`src/rtl/bocp_pkg.sv`:
```
package bocp_pkg;
  typedef enum logic [1:0] {
    ACT_NONE   = 2'b00,
    ACT_TOGGLE = 2'b01,
    ACT_CLEAR  = 2'b10,
    ACT_SET    = 2'b11
  } oc_act_e;

  localparam logic [2:0] ADR_MOD  = 3'd0;
  localparam logic [2:0] ADR_CTL0 = 3'd1;
  localparam logic [2:0] ADR_CMP0 = 3'd2;
  localparam logic [2:0] ADR_CTL1 = 3'd3;
  localparam logic [2:0] ADR_CMP1 = 3'd4;
  localparam logic [2:0] ADR_GPIO = 3'd5;

  function automatic logic apply_act(oc_act_e a, logic cur);
    case (a)
      ACT_TOGGLE: return ~cur;
      ACT_CLEAR:  return 1'b0;
      ACT_SET:    return 1'b1;
      default:    return cur;
    endcase
  endfunction
endpackage

```
`src/rtl/bocp_counter.sv`:
```
module bocp_counter #(
  parameter int CNT_W = 16
) (
  input  logic             clk,
  input  logic             rst_n,
  input  logic [CNT_W-1:0] mod_i,
  output logic [CNT_W-1:0] cnt_o,
  output logic             wrap_o,
  output logic             ovf_o
);
  logic [CNT_W-1:0] cnt_q, cnt_d;
  logic             ovf_q, ovf_d;
  logic             wrap;

  always_comb begin
    wrap  = (cnt_q == mod_i);
    cnt_d = wrap ? '0 : cnt_q + CNT_W'(1);
    ovf_d = wrap;
  end

  always_ff @(posedge clk or negedge rst_n) begin
    if (!rst_n) begin
      cnt_q <= '0;
      ovf_q <= 1'b0;
    end else begin
      cnt_q <= cnt_d;
      ovf_q <= ovf_d;
    end
  end

  assign cnt_o  = cnt_q;
  assign wrap_o = wrap;
  assign ovf_o  = ovf_q;

  // a wrap restarts the count at zero and raises the pulse
  a_r1_wrap_to_zero: assert property (@(posedge clk) disable iff (!rst_n)
    (cnt_q == mod_i) |=> (cnt_q == '0) && ovf_q);
  // the pulse only appears with a zero count
  a_r1_ovf_at_zero: assert property (@(posedge clk) disable iff (!rst_n)
    ovf_q |-> (cnt_q == '0));
endmodule

```
`src/rtl/bocp_select.sv`:
```
module bocp_select (
  input  logic clk,
  input  logic rst_n,
  input  logic link_i,
  input  logic wrap_i,
  input  logic wr0_i,
  input  logic wr1_i,
  output logic sel_o
);
  logic act_q, act_d;
  logic last_q, last_d;

  always_comb begin
    if (!link_i)     act_d = 1'b0;
    else if (wrap_i) act_d = last_q;
    else             act_d = act_q;

    if (!link_i)     last_d = 1'b0;
    else if (wr1_i)  last_d = 1'b1;
    else if (wr0_i)  last_d = 1'b0;
    else             last_d = last_q;
  end

  always_ff @(posedge clk or negedge rst_n) begin
    if (!rst_n) begin
      act_q  <= 1'b0;
      last_q <= 1'b0;
    end else begin
      act_q  <= act_d;
      last_q <= last_d;
    end
  end

  assign sel_o = act_q;

  // control never changes between wraps while linked
  a_r5_commit_at_wrap: assert property (@(posedge clk) disable iff (!rst_n)
    (link_i && !wrap_i) |=> (act_q == $past(act_q)));
  // a wrap hands control to the last written register
  a_r6_last_writer: assert property (@(posedge clk) disable iff (!rst_n)
    (link_i && wrap_i) |=> (act_q == $past(last_q)));
  // unlinked operation clears both the choice and the pending switch
  a_r8_discard: assert property (@(posedge clk) disable iff (!rst_n)
    !link_i |=> (!act_q && !last_q));
endmodule

```
`src/rtl/bocp_oc_pin.sv`:
```
module bocp_oc_pin
  import bocp_pkg::*;
#(
  parameter int CNT_W = 16
) (
  input  logic             clk,
  input  logic             rst_n,
  input  logic             en_i,
  input  logic [CNT_W-1:0] cnt_i,
  input  logic [CNT_W-1:0] cmp_i,
  input  oc_act_e          act_i,
  output logic             pin_o
);
  logic pin_q, pin_d;
  logic hit;

  always_comb begin
    hit   = en_i && (cnt_i == cmp_i);
    pin_d = hit ? apply_act(act_i, pin_q) : pin_q;
  end

  always_ff @(posedge clk or negedge rst_n) begin
    if (!rst_n) pin_q <= 1'b0;
    else        pin_q <= pin_d;
  end

  assign pin_o = pin_q;

  // set and clear actions land one cycle after the match
  a_r3_set: assert property (@(posedge clk) disable iff (!rst_n)
    (en_i && cnt_i == cmp_i && act_i == ACT_SET) |=> pin_q);
  a_r3_clear: assert property (@(posedge clk) disable iff (!rst_n)
    (en_i && cnt_i == cmp_i && act_i == ACT_CLEAR) |=> !pin_q);
  // without a match the pin holds
  a_r3_hold: assert property (@(posedge clk) disable iff (!rst_n)
    !(en_i && cnt_i == cmp_i) |=> $stable(pin_q));
endmodule

```
`src/rtl/bocp_timer.sv`:
```
module bocp_timer
  import bocp_pkg::*;
#(
  parameter int CNT_W = 16
) (
  input  logic             clk,
  input  logic             rst_n,
  input  logic             wr_en,
  input  logic [2:0]       wr_addr,
  input  logic [CNT_W-1:0] wr_data,
  output logic             pin0_o,
  output logic             pin1_o,
  output logic             pin1_oe_o,
  output logic             ovf_o,
  output logic             sel_o
);
  localparam int NCH = 2;

  logic [CNT_W-1:0] mod_q, mod_d;
  logic [CNT_W-1:0] cmp_q [NCH];
  logic [CNT_W-1:0] cmp_d [NCH];
  oc_act_e          act_q [NCH];
  oc_act_e          act_d [NCH];
  logic             link_q, link_d;
  logic             gdat_q, gdat_d, gdir_q, gdir_d;

  logic [CNT_W-1:0] cnt;
  logic             wrap;
  logic             sel;
  logic             wr_cmp0, wr_cmp1;
  logic [CNT_W-1:0] pin_cmp [NCH];
  logic             pin_en  [NCH];
  logic             pin_val [NCH];

  always_comb begin
    mod_d  = mod_q;
    cmp_d  = cmp_q;
    act_d  = act_q;
    link_d = link_q;
    gdat_d = gdat_q;
    gdir_d = gdir_q;
    if (wr_en) begin
      case (wr_addr)
        ADR_MOD:  mod_d = wr_data;
        ADR_CTL0: begin
          link_d   = wr_data[0];
          act_d[0] = oc_act_e'(wr_data[2:1]);
        end
        ADR_CMP0: cmp_d[0] = wr_data;
        ADR_CTL1: act_d[1] = oc_act_e'(wr_data[2:1]);
        ADR_CMP1: cmp_d[1] = wr_data;
        ADR_GPIO: begin
          gdat_d = wr_data[0];
          gdir_d = wr_data[1];
        end
        default: ;
      endcase
    end
  end

  always_ff @(posedge clk or negedge rst_n) begin
    if (!rst_n) begin
      mod_q  <= '0;
      link_q <= 1'b0;
      gdat_q <= 1'b0;
      gdir_q <= 1'b0;
      for (int i = 0; i < NCH; i++) begin
        cmp_q[i] <= '0;
        act_q[i] <= ACT_NONE;
      end
    end else begin
      mod_q  <= mod_d;
      link_q <= link_d;
      gdat_q <= gdat_d;
      gdir_q <= gdir_d;
      for (int i = 0; i < NCH; i++) begin
        cmp_q[i] <= cmp_d[i];
        act_q[i] <= act_d[i];
      end
    end
  end

  assign wr_cmp0 = wr_en && (wr_addr == ADR_CMP0);
  assign wr_cmp1 = wr_en && (wr_addr == ADR_CMP1);

  bocp_counter #(.CNT_W(CNT_W)) u_cnt (
    .clk(clk), .rst_n(rst_n), .mod_i(mod_q),
    .cnt_o(cnt), .wrap_o(wrap), .ovf_o(ovf_o)
  );

  bocp_select u_sel (
    .clk(clk), .rst_n(rst_n), .link_i(link_q), .wrap_i(wrap),
    .wr0_i(wr_cmp0), .wr1_i(wr_cmp1), .sel_o(sel)
  );

  // pin 0 compares against the active register when linked; pin 1 freezes
  always_comb begin
    pin_cmp[0] = (link_q && sel) ? cmp_q[1] : cmp_q[0];
    pin_en[0]  = 1'b1;
    pin_cmp[1] = cmp_q[1];
    pin_en[1]  = !link_q;
  end

  for (genvar g = 0; g < NCH; g++) begin : g_pin
    bocp_oc_pin #(.CNT_W(CNT_W)) u_pin (
      .clk(clk), .rst_n(rst_n), .en_i(pin_en[g]),
      .cnt_i(cnt), .cmp_i(pin_cmp[g]), .act_i(act_q[g]),
      .pin_o(pin_val[g])
    );
  end

  assign pin0_o    = pin_val[0];
  assign pin1_o    = link_q ? gdat_q : pin_val[1];
  assign pin1_oe_o = link_q ? gdir_q : 1'b1;
  assign sel_o     = sel;

  // the channel 1 compare output stays frozen while linked
  a_r7_ch1_frozen: assert property (@(posedge clk) disable iff (!rst_n)
    link_q |=> $stable(pin_val[1]));
  // with link off the selection reads channel 0 one cycle later
  a_r4_unlinked_sel: assert property (@(posedge clk) disable iff (!rst_n)
    !link_q |=> !sel_o);
endmodule

```
`config.mk`:
```
export PLATFORM = sky130hd
export DESIGN_NAME = bocp_timer
export DESIGN_NICKNAME = d
export VERILOG_FILES = /design/src/rtl/bocp_pkg.sv /design/src/rtl/bocp_counter.sv /design/src/rtl/bocp_select.sv /design/src/rtl/bocp_oc_pin.sv /design/src/rtl/bocp_timer.sv
export SDC_FILE = /design/constraint.sdc
export NUM_CORES = 1
export LEC_CHECK = 0
export CORE_MARGIN = 4
export CORE_UTILIZATION = 51
export CTS_CLUSTER_DIAMETER = 40
export DETAILED_ROUTE_END_ITERATION = 8
export HOLD_SLACK_MARGIN = 0.03
export PLACE_DENSITY = 0.74
export REMOVE_ABC_BUFFERS = 1
export SLEW_MARGIN = 30
export SYNTH_ARGS = -nofsm -noshare
export SYNTH_HDL_FRONTEND = slang
export SYNTH_SLANG_ARGS = --single-unit
export TNS_END_PERCENT = 50
```
`constraint.sdc`:
```
create_clock -name clk -period 1.95 [get_ports clk]
set_clock_uncertainty 0.1 [all_clocks]
set_input_delay 0.4875 -clock clk [delete_from_list [all_inputs] [get_ports clk]]
set_output_delay 0.4875 -clock clk [all_outputs]
set_load 0.005 [all_outputs]
```
# [After elaboration in Yosys (flattened, before gate mapping)]
# Cells that the tools add are included.
[op_classes] add_sub_neg=1 n_eq_ne=16 muxes=11 n_bitwise=2 reduce_logical=16
[op_table] operator="$eq 16x16->1" n=3
[op_table] operator="$mux 16" n=2
[op_table] operator="$add 16x1->16 const B" n=1
[op_table] operator="$reduce_and 2->1" n=8
[op_table] operator="$eq 2x2->1 const B" n=4
[op_table] operator="$mux 1" n=7
[op_table] operator="$eq 3x2->1 const B" n=2
[op_table] operator="$eq 3x3->1 const B" n=2
[op_table] operator="$pmux 1 s3" n=2
[op_table] operator="$reduce_bool 3->1" n=2
[op_table] operator="$eq 2x1->1 const B" n=2
[op_table] operator="$logic_and 1x1->1" n=4
[op_table] operator="$eq 3x1->1 const B" n=1
[op_table] operator="$logic_not 3->1" n=1
[op_table] operator="$ne 3x1->1 const B" n=1
[op_table] operator="$ne 2x1->1 const B" n=1
[op_table] operator="$not 1->1" n=2
[op_table] operator="$logic_not 1->1" n=1
[word_totals] ff_bits=76 inputBits=22 out_inout_bits=5 wordCells=60

# [Longest topological paths before layout]
[logic_depth] ltp_word=5 depth_mapped=8 ltp_nobuf=6

# [By module]
# Synthesis repeated with hierarchy kept, for this count alone.
[hier_totals] hier_cells=304 hier_area_um2=3910.0
[modules_own_cells] mod="bocp_timer" instances=1 cells_per_inst=143 area_per_inst_um2=2344.7
[modules_own_cells] mod="bocp_counter" instances=1 cells_per_inst=99 area_per_inst_um2=972.2
[modules_own_cells] mod="bocp_oc_pin" instances=2 cells_per_inst=28 area_per_inst_um2=252.7
[modules_own_cells] mod="bocp_select" instances=1 cells_per_inst=6 area_per_inst_um2=87.6

# [Worst setup path before layout]
# Ideal clock, no wire load.
[synth_timing] path_type="input port to flip-flop" from="in wr_en" to="reg cmp_q[24] (netlist bit)" setup_time_ns=0.125 t_arrival_ns=1.747 required_time_ns=1.725 path_slack_ns=-0.022 cell_stages=5 cell_sequence="nor2b_1 > nand2_1 > nor2_1 > buf_2 > mux2_2"
[synth_between] elab_chain_len=1
[synth_rtl] item="start: declaration" line_no="bocp_timer.sv:8" source="input logic wr_en,"
[synth_rtl] item="$reduce_and 2->1 (no source line)"
[synth_rtl] item="end signal: indexed assignment" line_no="bocp_timer.sv:77" source="cmp_q[i] <= cmp_d[i];"
[synth_rtl] item="end: declaration" line_no="bocp_timer.sv:20" source="logic [CNT_W-1:0] cmp_q [NCH];"
# No other way between the ends.
# A chain may end at the register's enable or synchronous reset.

# [Final worst setup path]
[layout_timing] from="reg u_cnt.cnt_q[1], in the netlist u_cnt.cnt_o[1]" to="reg g_pin[1].u_pin.pin_q"
[layout_between] elab_chain_len=3
[layout_rtl] item="start: declaration" line_no="bocp_counter.sv:11" source="logic [CNT_W-1:0] cnt_q, cnt_d;"
[layout_rtl] item="start signal: assignment" line_no="bocp_counter.sv:26" source="cnt_q <= cnt_d;"
[layout_rtl] item="$eq 16x16->1" line_no="bocp_oc_pin.sv:18" source="hit = en_i && (cnt_i == cmp_i);"
[layout_rtl] item="$logic_and 1x1->1" line_no="bocp_oc_pin.sv:18"
[layout_rtl] item="$reduce_and 2->1 (no source line)"
[layout_rtl] item="end signal: assignment" line_no="bocp_oc_pin.sv:24" source="else pin_q <= pin_d;"
[layout_rtl] item="end: declaration" line_no="bocp_oc_pin.sv:14" source="logic pin_q, pin_d;"
# No other way between the ends.

==> results by group <==
GRT
  – First-pass GRT wire length: 13400 um
  – Largest net degree at the start of global routing: 77
  – Initial antenna violation count: 0
  – Vias in the first global route: 2624
  – Overflow after GRT: 0
  – Total GRT Usage: 20.2%

Floorplan
  – Die span in y: 94.0 um
  – Core area: 7210 um2
  – Starting density of the core: 52.3%
  – Width of the die: 94.0 um
  – FP Rows: 31
  – IO Count: 27
  – DIE AREA: 8840 um2

Drt
  – Residual DRC: 0
  – Initial DRC Count: 230
  – Drt first pass iters: 4
  – ANT nets after route: 0
  – Routed vias/inst: 5.37
  – Wirelength per Cell: 16.7 um
  – Drt total wl: 8050 um
  – Via Count: 2592

Clock network
  – Deepest clock path buffer count: 2
  – TritonCTS buffer count: 9
  – Clock Sinks: 76
  – Post-CTS Hold Buffers: 0
  – CTS tree: yes
  – CTS Root Buffer Type: clkbuf_8
  – H-tree levels: 3
  – Clk_lat worst skew: 340 ps
  – Clk slew on worst S/H paths: 70 ps

Place
  – Routability Congestion: 0.887
  – Number of I/O port buffers: 26
  – DP HPWL: 5960 um

Yosys
  – Yosys Warn Count: 0
  – Register bit total from synthesis: 76
  – Sequential cell area fraction in the yosys report: 50.4%
  – Cell taking the most area after synthesis: dfrtp_1
  – Count of cell types in the netlist: 47
  – Number of enable flip-flop cells after synthesis: 0
  – Area share of the largest cell type after synthesis: 50.4%
  – Count leader, synth: dfrtp_1
  – Area contributors post-synth: dfrtp_1, mux2_2, xnor2_1
  – Post-synth ARST share: 100%
  – Synth cell count leaders: dfrtp_1, mux2_2, xnor2_1
  – Top FF cell, synth: dfrtp_1
  – Synthesized area: 3770 um2
  – Synth Instances: 320
  – Mean Syn Cell Area: 11.8 um2

Cells and area
  – Fillers: 579
  – Final-stage net count: 402
  – # diodes: 0
  – Post-layout util: 64.2%
  – Area growth syn-to-layout: 22.8%
  – Layout cell share with drive strength beyond 1: 31.3%

Power
  – Leakage: 1.99 nW
  – Power Dens Cells: 1070 nW/um2
  – Max VDD drop: 0.522 mV

Critical path
  – Crit path buf inv count: 1
  – CP delay by family, top: simple AND/OR/NAND/NOR gates
  – Worst path required time: 2080 ps
  – Critical path depth: 7
  – Critical path class: reg -> reg
  – R2R depth: 7
  – Worst path arrival time: 2120 ps
  – Type of origin of the critical path: flop
  – Crit-path slowest cell: dfrtp_1
  – CP endpoint kind: flop
  – Worst-path fanout max: 2
  – Slowest Stage Delay on Critical Path: 390 ps
  – Worst-path cell chain: xor2_1 > nor4_1 > buf_4 > nand4_1 > nor4_2 > o21ai_1 > a22o_1

STA
  – Final setup violating endpoints: 1
  – Fin crit period: 1990 ps
  – Worst-Margin Slew: 432 ps
  – Max Clk Rate: 502 MHz
  – Final WS setup: -40.1 ps
  – Final hold vios: 0
  – Worst hold margin: 33.0 ps
  – Final Cycle Share: 102%
  – Max_slew headroom: 71.2%
  – Final slew viol count: 0
  – RSZ-0062 raised after global routing: true

Run status
  – Status: complete, but fails checks
  – Failing checks: negative setup slack

Job
  – Max-cap violation count: 0

Hold path
  – Worst Hold Class: in -> async
==> cell families after synthesis <==
kind of cell	count (synthesis)	synth area share [%]
multiplexers	57	16.9
AO/OA/AOI/OAI	26	5.34
adder cells (fa/ha/maj)	1	0.332
buffers and inverters	29	3.38
AND/OR/NAND/NOR	82	12.2
XOR/XNOR	49	11.4
flip-flops	76	50.4
==> state kept, by name (all words and copies together) (netlist names) <==
name	flops
cmp_q	32
link_q	1
act_q	4
gdir_q	1
gdat_q	1
g_pin.u_pin.pin_o	2
u_cnt.ovf_o	1
u_cnt.cnt_o	16
u_sel.last_q	1
mod_q	16
u_sel.sel_o	1
==> cell usage in the layout, fill, tap and decap left out, drive strengths merged, types with 3 or more instances in the layout <==
master,instances
clkinv,3
a21oi,4
nor4,6
buf,42
nor3,4
mux2i,3
xnor2,30
clkdlybuf4s50,23
nor2,19
o21ai,6
mux2,54
and3,4
nor2b,4
nand2,14
dfrtp,76
clkbuf,11
nand4,9
xor2,19
nand2b,6
nand3,7
inv,10
==> repair_timing <==
| action | in CTS | in global routing |
|---|---|---|
| setup endpoints to repair | 4 | 19 |
| pin swaps | 1 | 4 |
| resized for setup | 3 | 3 |
| buffers inserted | 1 | 2 |
==> where the power goes <==
group	internal, W	leakage, nW	switching [W]
clock network	0.000750	0.113	0.000559
registers	0.00192	0.933	0.000282
logic	0.000792	0.942	0.000661
==> layout make-up <==
class,count,area [um2],share of cell area (%)
multi-input cells,215,1770,38.1
clock inverters,5,75.1,1.62
repair buffers,67,588,12.7
inverters,10,37.5,0.810
clock buffers,11,141,3.05
well taps,99,124,2.67
flip-flops and latches,76,1900,41.0
==> worst reg2reg max path: cells and delay by family, from the launching register on <==
| family | cells | cell delay (ps) |
|---|---|---|
| AND/OR/NAND/NOR | 3 | 690 |
| flip-flops | 1 | 390 |
| AO/OA/AOI/OAI | 2 | 350 |
| XOR/XNOR | 1 | 170 |
| buffers and inverters | 1 | 170 |
==> metal layers <==
layer	routed length, um	GRT usage (%)	up-vias
met5	0	0	-
met4	218	9.15	0
met3	275	3.45	18
met2	3870	30.8	52
met1	3690	28.3	1286
li1	-	-	1236
==> per-stage QoR <==
step | instances | area, um2 | TNS [ps] | power (W) | setup slack [ps]
final | 483 | 4630 | -40.1 | 0.00496 | -40.1
after global routing | 483 | 4630 | -262 | 0.00525 | -149
after CTS | 481 | 4600 | -9.95 | 0.00497 | -9.95
after detailed placement | 464 | 4370 | -10570 | 0.00366 | -281
after global placement | 464 | 4370 | -9160 | 0.00360 | -232
after floorplan | 301 | 3680 | -3590 | 0.00307 | -150
==> path summary, 6_finish.rpt <==
check	startpoint	end	slack, ps
setup reg to reg	u_cnt.cnt_o[1]	g_pin[1].u_pin.pin_o	-40
min in group clk	gdat_q	gdat_q	400
setup / recovery	u_cnt.cnt_o[1]	g_pin[1].u_pin.pin_o	-40
hold / removal	rst_n	gdat_q	30
hold reg to reg	gdat_q	gdat_q	400
max in group asynchronous	rst_n	cmp_q[0]	1350
Power figures use the tool's default switching activity.
